**src/rtl/rfs_pkg.sv**
```systemverilog
`timescale 1ns/1ps
package rfs_pkg;

    typedef enum logic [2:0] {
        S_IDLE  = 3'd0,
        S_HEAD  = 3'd1,
        S_RANGE = 3'd2,
        S_DOPP  = 3'd3,
        S_DET   = 3'd4,
        S_TAIL  = 3'd5
    } sect_e;

    typedef struct packed {
        logic det;
        logic dop;
        logic rng;
    } flags_t;

    localparam logic [7:0] SYNC_BYTE    = 8'hAA;
    localparam logic [7:0] VERSION_BYTE = 8'h02;
    localparam logic [7:0] TAIL_BYTE    = 8'h55;
    localparam int         HEAD_LEN     = 9;
    localparam logic [2:0] FLAGS_RST    = 3'b111;

    function automatic int awidth(input int n);
        return (n > 1) ? $clog2(n) : 1;
    endfunction

    function automatic int imax(input int a, input int b);
        return (a > b) ? a : b;
    endfunction

    function automatic logic [7:0] word_byte(input logic [15:0] w, input logic low);
        return low ? w[7:0] : w[15:8];
    endfunction

    // Section that follows cur, skipping disabled payload sections.
    function automatic sect_e next_sect(input sect_e cur, input flags_t f);
        sect_e n;
        case (cur)
            S_HEAD:  n = f.rng ? S_RANGE : (f.dop ? S_DOPP : (f.det ? S_DET : S_TAIL));
            S_RANGE: n = f.dop ? S_DOPP : (f.det ? S_DET : S_TAIL);
            S_DOPP:  n = f.det ? S_DET : S_TAIL;
            S_DET:   n = S_TAIL;
            default: n = S_IDLE;
        endcase
        return n;
    endfunction

endpackage

```
**src/rtl/rfs_ctrl.sv**
```systemverilog
`timescale 1ns/1ps
module rfs_ctrl
    import rfs_pkg::*;
(
    input  logic        clk,
    input  logic        rst,
    input  logic        wr_en,
    input  logic [5:0]  wr_data,
    input  logic        frame_done,
    output flags_t      flags,
    output logic [15:0] frame_num
);

    logic unused_rsvd;
    assign unused_rsvd = ^wr_data[5:3];

    always_ff @(posedge clk) begin
        if (rst) begin
            flags <= flags_t'(FLAGS_RST);
        end else if (wr_en) begin
            flags <= flags_t'(wr_data[2:0]);
        end
    end

    always_ff @(posedge clk) begin
        if (rst) begin
            frame_num <= '0;
        end else if (frame_done) begin
            frame_num <= frame_num + 16'd1;
        end
    end

    p_flags_write_r7: assert property (@(posedge clk) disable iff (rst)
        wr_en |=> (flags == flags_t'($past(wr_data[2:0]))));

    p_frame_step_r8: assert property (@(posedge clk) disable iff (rst)
        frame_done |=> (frame_num == $past(frame_num) + 16'd1));

    p_frame_hold_r8: assert property (@(posedge clk) disable iff (rst)
        !frame_done |=> $stable(frame_num));

endmodule

```
**src/rtl/rfs_seq.sv**
```systemverilog
`timescale 1ns/1ps
module rfs_seq
    import rfs_pkg::*;
#(
    parameter int RANGE_BINS = 512,
    parameter int CELLS      = 512 * 48,
    parameter int DET_BYTES  = (512 * 48 + 3) / 4,
    parameter int CW         = 16
) (
    input  logic          clk,
    input  logic          rst,
    input  logic          start,
    input  logic          ready,
    input  flags_t        live_flags,
    output sect_e         sect,
    output logic [CW-1:0] idx,
    output flags_t        cur_flags,
    output logic          valid,
    output logic          frame_done
);

    localparam logic [CW-1:0] HEAD_N = CW'(HEAD_LEN);
    localparam logic [CW-1:0] RNG_N  = CW'(2 * RANGE_BINS);
    localparam logic [CW-1:0] DOP_N  = CW'(2 * CELLS);
    localparam logic [CW-1:0] DET_N  = CW'(DET_BYTES);
    localparam logic [CW-1:0] TAIL_N = CW'(1);

    logic [CW-1:0] sect_len;
    logic          fire;
    logic          at_end;

    always_comb begin
        case (sect)
            S_HEAD:  sect_len = HEAD_N;
            S_RANGE: sect_len = RNG_N;
            S_DOPP:  sect_len = DOP_N;
            S_DET:   sect_len = DET_N;
            default: sect_len = TAIL_N;
        endcase
    end

    assign valid      = (sect != S_IDLE);
    assign fire       = valid && ready;
    assign at_end     = (idx == sect_len - TAIL_N);
    assign frame_done = fire && (sect == S_TAIL);

    always_ff @(posedge clk) begin
        if (rst) begin
            sect      <= S_IDLE;
            idx       <= '0;
            cur_flags <= '0;
        end else if (sect == S_IDLE) begin
            if (start) begin
                sect      <= S_HEAD;
                idx       <= '0;
                cur_flags <= live_flags;
            end
        end else if (fire) begin
            if (at_end) begin
                sect <= next_sect(sect, cur_flags);
                idx  <= '0;
            end else begin
                idx <= idx + TAIL_N;
            end
        end
    end

    p_start_head_r10: assert property (@(posedge clk) disable iff (rst)
        (sect == S_IDLE && start) |=> (sect == S_HEAD && idx == '0));

    p_no_restart_r10: assert property (@(posedge clk) disable iff (rst)
        (valid && !frame_done && !(sect == S_HEAD && idx == '0))
            |=> !(sect == S_HEAD && idx == '0));

    p_hold_stall_r9: assert property (@(posedge clk) disable iff (rst)
        (valid && !ready) |=> ($stable(sect) && $stable(idx)));

    p_idx_bound_r9: assert property (@(posedge clk) disable iff (rst)
        valid |-> (idx < sect_len));

    p_tail_idle_r6: assert property (@(posedge clk) disable iff (rst)
        frame_done |=> (sect == S_IDLE));

endmodule

```
**src/rtl/rfs_bytes.sv**
```systemverilog
`timescale 1ns/1ps
module rfs_bytes
    import rfs_pkg::*;
#(
    parameter int RANGE_BINS   = 512,
    parameter int DOPPLER_BINS = 48,
    parameter int CELLS        = 512 * 48,
    parameter int CW           = 16,
    parameter int RAW          = 9,
    parameter int DAW          = 15,
    parameter int TAW          = 13
) (
    input  sect_e          sect,
    input  logic [CW-1:0]  idx,
    input  flags_t         cur_flags,
    input  logic [15:0]    frame_num,
    input  logic [15:0]    rng_rdata,
    input  logic [15:0]    dop_rdata,
    input  logic [7:0]     det_rdata,
    output logic [RAW-1:0] rng_addr,
    output logic [DAW-1:0] dop_addr,
    output logic [TAW-1:0] det_addr,
    output logic [7:0]     out_byte
);

    localparam logic [15:0] RB_FIELD = 16'(RANGE_BINS);
    localparam logic [15:0] DB_FIELD = 16'(DOPPLER_BINS);
    localparam int          LANES    = 4;

    logic [3:0]    hsel;
    logic [7:0]    head_byte;
    logic [7:0]    det_byte;
    logic [CW+1:0] cell_base;

    assign rng_addr  = RAW'(idx >> 1);
    assign dop_addr  = DAW'(idx >> 1);
    assign det_addr  = TAW'(idx);
    assign hsel      = 4'(idx);
    assign cell_base = {idx, 2'b00};

    always_comb begin
        case (hsel)
            4'd0:    head_byte = SYNC_BYTE;
            4'd1:    head_byte = VERSION_BYTE;
            4'd2:    head_byte = {5'b0, cur_flags};
            4'd3:    head_byte = frame_num[15:8];
            4'd4:    head_byte = frame_num[7:0];
            4'd5:    head_byte = RB_FIELD[15:8];
            4'd6:    head_byte = RB_FIELD[7:0];
            4'd7:    head_byte = DB_FIELD[15:8];
            default: head_byte = DB_FIELD[7:0];
        endcase
    end

    // Lane k of the read port is cell 4j+k; it is sent in bits [7-2k -: 2].
    for (genvar k = 0; k < LANES; k++) begin : g_lane
        logic in_range;
        assign in_range = (32'(cell_base) + k) < CELLS;
        assign det_byte[7-2*k -: 2] = in_range ? det_rdata[2*k +: 2] : 2'b00;
    end

    always_comb begin
        case (sect)
            S_HEAD:  out_byte = head_byte;
            S_RANGE: out_byte = word_byte(rng_rdata, idx[0]);
            S_DOPP:  out_byte = word_byte(dop_rdata, idx[0]);
            S_DET:   out_byte = det_byte;
            S_TAIL:  out_byte = TAIL_BYTE;
            default: out_byte = 8'h00;
        endcase
    end

endmodule

```
**src/rtl/rfs_packer.sv**
```systemverilog
`timescale 1ns/1ps
module rfs_packer
    import rfs_pkg::*;
#(
    parameter  int RANGE_BINS   = 512,
    parameter  int DOPPLER_BINS = 48,
    localparam int CELLS        = RANGE_BINS * DOPPLER_BINS,
    localparam int DET_BYTES    = (CELLS + 3) / 4,
    localparam int RAW          = awidth(RANGE_BINS),
    localparam int DAW          = awidth(CELLS),
    localparam int TAW          = awidth(DET_BYTES),
    localparam int MAXLEN       = imax(imax(2 * CELLS, 2 * RANGE_BINS), imax(DET_BYTES, HEAD_LEN)),
    localparam int CW           = $clog2(MAXLEN + 1)
) (
    input  logic           clk,
    input  logic           rst,
    input  logic           start,
    input  logic           ctrl_wr,
    input  logic [5:0]     ctrl_wdata,
    output logic [RAW-1:0] rng_addr,
    input  logic [15:0]    rng_rdata,
    output logic [DAW-1:0] dop_addr,
    input  logic [15:0]    dop_rdata,
    output logic [TAW-1:0] det_addr,
    input  logic [7:0]     det_rdata,
    output logic [7:0]     out_data,
    output logic           out_valid,
    input  logic           out_ready,
    output logic           out_last,
    output logic           busy
);

    flags_t        live_flags;
    flags_t        cur_flags;
    logic [15:0]   frame_num;
    sect_e         sect;
    logic [CW-1:0] idx;
    logic          valid;
    logic          frame_done;

    rfs_ctrl u_ctrl (
        .clk        (clk),
        .rst        (rst),
        .wr_en      (ctrl_wr),
        .wr_data    (ctrl_wdata),
        .frame_done (frame_done),
        .flags      (live_flags),
        .frame_num  (frame_num)
    );

    rfs_seq #(
        .RANGE_BINS (RANGE_BINS),
        .CELLS      (CELLS),
        .DET_BYTES  (DET_BYTES),
        .CW         (CW)
    ) u_seq (
        .clk        (clk),
        .rst        (rst),
        .start      (start),
        .ready      (out_ready),
        .live_flags (live_flags),
        .sect       (sect),
        .idx        (idx),
        .cur_flags  (cur_flags),
        .valid      (valid),
        .frame_done (frame_done)
    );

    rfs_bytes #(
        .RANGE_BINS   (RANGE_BINS),
        .DOPPLER_BINS (DOPPLER_BINS),
        .CELLS        (CELLS),
        .CW           (CW),
        .RAW          (RAW),
        .DAW          (DAW),
        .TAW          (TAW)
    ) u_bytes (
        .sect      (sect),
        .idx       (idx),
        .cur_flags (cur_flags),
        .frame_num (frame_num),
        .rng_rdata (rng_rdata),
        .dop_rdata (dop_rdata),
        .det_rdata (det_rdata),
        .rng_addr  (rng_addr),
        .dop_addr  (dop_addr),
        .det_addr  (det_addr),
        .out_byte  (out_data)
    );

    assign out_valid = valid;
    assign busy      = valid;
    assign out_last  = (sect == S_TAIL);

    p_last_is_tail_r6: assert property (@(posedge clk) disable iff (rst)
        (out_valid && out_last) |-> (out_data == 8'h55));

endmodule

```
**config.mk**
```make
export PLATFORM = sky130hd
export DESIGN_NAME = rfs_packer
export DESIGN_NICKNAME = d
export VERILOG_FILES = /design/src/rtl/rfs_pkg.sv /design/src/rtl/rfs_ctrl.sv /design/src/rtl/rfs_seq.sv /design/src/rtl/rfs_bytes.sv /design/src/rtl/rfs_packer.sv
export SDC_FILE = /design/constraint.sdc
export NUM_CORES = 1
export LEC_CHECK = 0
export BUFFER_PORTS_ARGS = -buffer_cell sky130_fd_sc_hd__buf_2
export CAP_MARGIN = 5
export CORE_ASPECT_RATIO = 0.8
export CORE_MARGIN = 5
export CORE_UTILIZATION = 54
export CTS_BUF_LIST = sky130_fd_sc_hd__clkbuf_16
export DETAILED_ROUTE_END_ITERATION = 7
export PLACE_DENSITY = 0.91
export SYNTH_ARGS = -nofsm -noshare
export SYNTH_HDL_FRONTEND = slang
export SYNTH_SLANG_ARGS = --single-unit
```
**constraint.sdc**
```tcl
create_clock -name clk -period 3 [get_ports clk]
set_input_delay 0.15 -clock clk [delete_from_list [all_inputs] [get_ports clk]]
set_output_delay 0.15 -clock clk [all_outputs]
set_load 0.02 [all_outputs]
```
==> out/metrics.yaml, run 1 <==
run_status:
  status: "finished, final reports clean"
synth:
  synth_async_sr_flop_share_pct: 0
  yosys_warnings: 0
  synth_area_leaders: "dfxtp_1 29%, nor2_1 6.9%, xnor2_1 6.2%, buf_4 5.8%, mux2i_1 4.2%"
  syn_nets: 405
  synth_top_area_share_pct: 28.96
  syn_area_mm2: 0.002834
  ys_seq_elements: 41
  synth_cells: 349
  yosysTopAreaCell: "dfxtp_1"
  syn_avg_cell_area_um2: 8.120
  synth.distinct_cells: 52
  synthFlopType: "dfxtp_1"
  yosysSeqAreaShare_pct: 28.96
  synth-edff-count: 0
placed_design:
  globalplace.congestion: 0.9182
  post-dp-hpwl_um: 5785
  place_inst: 469
  io_buffers: 95
sta:
  finalSetupTns_ns: 0
  min_period_ns: 2.670
  worst_pin_slew_ns: 0.7443
  setup_viol: 0
  fmax_mhz: 374.5
  relSlewSlack_pct: 50.31
  skew_ns: 0.002574
  slew_violations: 0
  rsz0062_at_grt: "no"
  finalCritPeriodShare_pct: 89.00
  finalHoldViolCount: 0
finish:
  finish.cell_count_without_fillers: 477
  nNetsFinal: 470
  antenna_cells: 0
  drive_above_1_share_pct: 30.36
  syn2layout_area_growth_pct: 15.85
  final_util_pct: 65.19
global_routing:
  grt_usage_pct: 22.81
  grt_pass1_vias: 2718
  grt_max_degree: 25
  antenna_found_initial: 0
  grt.overflow.total: 0
  grt_pass1_wl_um: 12680
pwr:
  clockPowerShare_pct: 25.5
  p_int_w: 0.001205
  swShare_pct: 39.59
  pwr-share-comb_pct: 40.6
  max-vdd-ir-drop_mv: 0.4512
  p_leak_nw: 1.378
  p_per_area_mw_per_mm2: 607.7
  power_w: 0.001995
  p_seq_share_pct: 33.9
  switchingPower_w: 0.0007899
critical_path:
  reg2reg_depth: 5
  startpoint_type: "register"
  cp.required_ns: 2.85
  crit_family: "simple AND/OR/NAND/NOR gates"
  cpPeakStageDelay_ns: 0.57
  endpoint_kind: "output port"
  worstSetupPathType: "reg2out"
  crit_chain: "inv_1 -> ha_1 -> nor4_1 -> or4_1 -> o21ai_0 -> buf_2"
  arrival_ns: 2.52
  cp_max_fo: 13
  critical_path_buf_inv_count: 2
  cp_slowest_cell: "dfxtp_1"
  cp.depth: 6
routing:
  postRouteWirelength_um: 7818
  detail_route.wl_per_cell_um: 16.39
  vias_per_cell: 5.971
  drtIter0Drc: 291
  final_antenna_net_count: 0
  dr_total_vias: 2848
  drc: 0
  firstDrtPassIters: 5
worst_hold_path:
  hp-class: "in2reg"
  min_path_cells: 3
clock_network:
  clock_latency_ns: 0.28
  post_cts_buffers: 0
  clkTransAtPathRegs_ns: 0.06
  root_buffer: "clkbuf_16"
  hold_buffers: 0
  tritoncts: "done"
  cts_sinks: 41
  clk_path_buf_depth: 2
  cts_made_buffers: 5
  cts_htree_levels: 2
  cts_resized: 0
die:
  start_util_pct: 56.27
  pin_count: 99
  placementRows: 23
  core_mm2: 0.005036
  die_w_um: 91.00
  die_area_mm2: 0.006806
  die-height_um: 74.80
job:
  maxCapViolCount: 0
==> flip-flops by register name (all words and copies together), names as in the netlist <==
name and count:
u_ctrl.flags 3, u_ctrl.frame_num 16, u_seq.cur_flags 3, u_seq.idx 16, u_seq.sect 3
==> logic make-up (layout without fill, tap and decap cells) <==
| kind of cell | Yosys count | in the layout | share of synthesized area, % |
|---|---|---|---|
| buffers and inverters | 53 | 119 | 11.21 |
| XOR/XNOR | 26 | 26 | 8.035 |
| multiplexers | 20 | 20 | 9.404 |
| AO/OA/AOI/OAI | 65 | 65 | 14.83 |
| adder cells (fa/ha/maj) | 5 | 5 | 2.208 |
| AND/OR/NAND/NOR | 139 | 139 | 25.34 |
| flip-flops | 41 | 41 | 28.96 |
==> final timing paths <==
path                                       from         endpoint  slack [ns]
worst max-delay path               u_seq.idx[0]      out_data[0]        0.33
worst min-delay path              ctrl_wdata[2]  u_ctrl.flags[2]        0.08
worst max register to register    u_seq.sect[1]     u_seq.idx[2]        0.56
worst min register to register  u_ctrl.flags[2]  u_ctrl.flags[2]        0.48
==> cells in the final DEF (no fill, tap or decap), types with 4 or more instances in the layout <==
cell type	netlist	routed
mux4_2	5	5
xor2_1	6	6
a31oi_1	4	4
clkbuf_16	0	5
nor4_1	4	4
nand4_1	5	5
nor3_1	11	11
buf_2	5	95
or3_1	5	5
inv_1	11	12
nand2_1	27	27
nand3_1	12	12
a22oi_1	6	6
a21oi_1	16	16
mux2i_1	12	12
ha_1	5	5
o21ai_0	21	21
xnor2_1	20	20
dfxtp_1	41	41
nor2_1	52	52
buf_4	22	4
==> cell type report <==
type                    count  area, um2
fillers                   410       1753
multi-input cells         255       1695
flip-flops and latches     41      820.8
repair buffers             99      505.5
clock buffers               5      125.1
well taps                  62      77.57
inverters                  12      45.04
clock inverters             3      13.76
==> routing by layer <==
| layer | track usage (%) | wire [um] | vias to the layer above |
|---|---|---|---|
| met5 | 0 | 0 | - |
| met2 | 38.88 | 3696 | 161 |
| met4 | 8.958 | 144 | 0 |
| met1 | 28.37 | 3231 | 1312 |
| met3 | 5.495 | 745 | 19 |
| li1 | - | - | 1356 |
==> power by group through the flow <==
stage / sequential [W] / combinational, W / clock (W)
final: 0.000676 / 0.000811 / 0.000508
after global routing: 0.000685 / 0.000880 / 0.000540
after global placement: 0.000679 / 0.000778 / 0
after floorplan: 0.000617 / 0.000671 / 0
after detailed placement: 0.000683 / 0.000795 / 0
after CTS: 0.000672 / 0.000802 / 0.000514
==> metrics by stage <==
step	area, um2	setup WS (ns)	hold WS [ns]
floorplan	2834	0.5405	0.2679
global placement	3144	0.7613	0.3691
detailed placement	3144	0.7098	0.3708
CTS	3283	0.3637	0.07980
global route	3283	0.1512	0.1074
finish	3283	0.3301	0.07981
==> synthesized netlist by cell type, types with 3 or more instances <==
cell type	n
nor2_1	52
a22oi_1	6
ha_1	5
a31oi_1	4
buf_6	4
inv_1	11
nand3_1	12
mux2i_1	12
or3_1	5
buf_2	5
xor2_1	6
mux2_2	3
mux4_2	5
clkbuf_1	9
buf_4	22
nand2_1	27
nor4_1	4
dfxtp_1	41
nand4_1	5
a21oi_1	16
xnor2_1	20
a222oi_1	3
and4_1	3
nor4_2	3
nor3_1	11
o32ai_1	3
o21ai_0	21
==> worst register-to-register path: cells and delay by family, from the launching register on <==
kind / cells / cell delay, ns
AND/OR/NAND/NOR: 2 / 0.78
flip-flops: 1 / 0.71
AO/OA/AOI/OAI: 2 / 0.68
multiplexers: 1 / 0.20
Power figures use the tool's default switching activity.
==> run 2, diff against run 1 <==
CORE_UTILIZATION = 46   (was 54)
PLACE_DENSITY = 0.83   (was 0.91)
clock period = 2.2 ns   (was 3 ns; I/O delays follow)
==> out/metrics.yaml, run 2 (synthesized netlist as in run 1, its figures left out) <==
run_status:
  status: "finished, final reports clean"
critical_path:
  startpoint: "u_seq.idx[1]"
  arrival_ns: 1.98
  cp.required_ns: 2.09
  worstSetupPathType: "reg2out"
  cp_max_fo: 4
  crit_family: "simple AND/OR/NAND/NOR gates"
  endpoint_kind: "output port"
  r2r-start: "u_seq.sect[2]"
  critical_path_buf_inv_count: 2
  startpoint_type: "register"
  crit_chain: "inv_1 -> ha_1 -> nor4_2 -> nor3_1 -> nor3_1 -> a221o_1 -> buf_2"
  cp_common_cell: "nor3_1"
  cp_slowest_cell: "nor4_2"
  cpPeakStageDelay_ns: 0.41
finish:
  antenna_cells: 0
  reg.largest.list: "u_ctrl.frame_num (16), u_seq.idx (16)"
  final_common_cell: "buf_2"
  nNetsFinal: 481
  finish.cell_count_without_fillers: 507
  final_util_pct: 58.15
  syn2layout_area_growth_pct: 21.94
  drive_above_1_share_pct: 34.27
  fin_area_mm2: 0.003456
  fill_cells: 534
  final_cell_mix: "95 x buf_2, 52 x nor2_1, 36 x dfxtp_1"
placed_design:
  post-dp-hpwl_um: 5955
  io_buffers: 95
  globalplace.congestion: 0.9078
  place_ws_ns: 0.1365
  placed_area_mm2: 0.003243
  place_inst: 498
clock_network:
  hold_buffers: 0
  clk_path_buf_depth: 2
  root_buffer: "clkbuf_16"
  cts_htree_levels: 2
  cts_made_buffers: 5
  cts_sinks: 41
  clock_latency_ns: 0.28
  tritoncts: "done"
  clkTransAtPathRegs_ns: 0.06
sta:
  min_period_ns: 2.087
  finalCritPeriodShare_pct: 94.85
  rsz0062_at_grt: "no"
  setup_viol: 0
  fmax_mhz: 479.2
  worst_pin_slew_ns: 0.5149
  finalHoldViolCount: 0
  slew_violations: 0
  skew_ns: 0.005573
  layout_setup_ws_ns: 0.1132
  relSlewSlack_pct: 65.63
die:
  pin_count: 99
  die-height_um: 80.21
  placementRows: 25
  core_mm2: 0.005943
  die_w_um: 97.76
  start_util_pct: 47.68
  die_area_mm2: 0.007840
global_routing:
  grt.overflow.total: 0
  grt_usage_pct: 20.25
  grt_max_degree: 25
  grt_pass1_vias: 2742
  antenna_found_initial: 0
  grt_pass1_wl_um: 13100
routing:
  drtIter0Drc: 182
  dr_total_vias: 2895
  postRouteWirelength_um: 7964
  firstDrtPassIters: 5
  detail_route.wl_per_cell_um: 15.71
  drc: 0
  vias_per_cell: 5.710
  final_antenna_net_count: 0
worst_hold_path:
  worstHoldStart: "ctrl_wdata[1]"
  hp-class: "in2reg"
job:
  maxCapViolCount: 0
pwr:
  p_per_area_mw_per_mm2: 861.9
  max-vdd-ir-drop_mv: 0.4233
  p_leak_nw: 1.438
[run 2: cell types whose count changed in the layout (fill, tap and decap cells not counted), moves of 2 or more]
| cell | change |
|---|---|
| buf_4 | +8 |
| o21ai_0 | -2 |
| clkinv_2 | -2 |
| dfxtp_4 | +2 |
| o21ai_1 | +2 |
| dfxtp_1 | -5 |
| buf_6 | +3 |
| dfxtp_2 | +3 |
[run 2: layout make-up]
type / instances / area, um2 / area share [%]
flip-flops and latches: 41 / 832.0 / 24.08
inverters: 12 / 45.04 / 1.303
multi-input cells: 255 / 1712 / 49.53
clock inverters: 3 / 41.29 / 1.195
clock buffers: 5 / 125.1 / 3.621
well taps: 81 / 101.3 / 2.933
repair buffers: 110 / 599.3 / 17.34
[run 2: repair_timing]
| item | CTS | global route |
|---|---|---|
| setup buffers | 0 | 1 |
| pin swaps | 0 | 1 |
| hold endpoints to repair | 0 | 0 |
| endpoints found under the setup margin | 8 | 20 |
| gates resized for setup | 5 | 10 |
[run 2: layer usage]
layer / vias to the layer above / track usage (%) / part of all wire, %
li1: 1370 / - / -
met1: 1343 / 26.03 / 42
met2: 161 / 33.04 / 47
met3: 21 / 5.035 / 8.8
met4: 0 / 7.469 / 2.6
met5: - / 0 / 0
[run 2: worst register-to-register path: cells and delay by family (launching register included)]
kind | cells | cell delay (ns)
AND/OR/NAND/NOR | 2 | 0.37
flip-flops | 1 | 0.53
AO/OA/AOI/OAI | 3 | 0.91
[run 2: final timing paths]
path / end / slack (ns) / cells after the start
setup reg to reg: u_seq.idx[1] / 0.27 / 5
hold / removal: u_ctrl.flags[1] / 0.05 / 3
hold reg to reg: u_ctrl.flags[1] / 0.49 / 2
setup / recovery: out_data[5] / 0.11 / 7
[run 2: stage by stage]
stage          total power [W]  hold WS (ns)  TNS [ns]
2_1_floorplan         0.001760        0.2279   -0.2152
4_1_cts               0.002944       0.04716         0
3_5_place_dp          0.002098        0.3338         0
6_report              0.002979       0.04662         0
5_1_grt               0.003141       0.06107         0
3_3_place_gp          0.002068        0.3319         0
[run 2: power by group]
part | switching, W | total, W | internal [W]
clock network | 0.000298 | 0.000829 | 0.000531
logic | 0.000717 | 0.00125 | 0.000533
registers | 0.000105 | 0.000899 | 0.000795
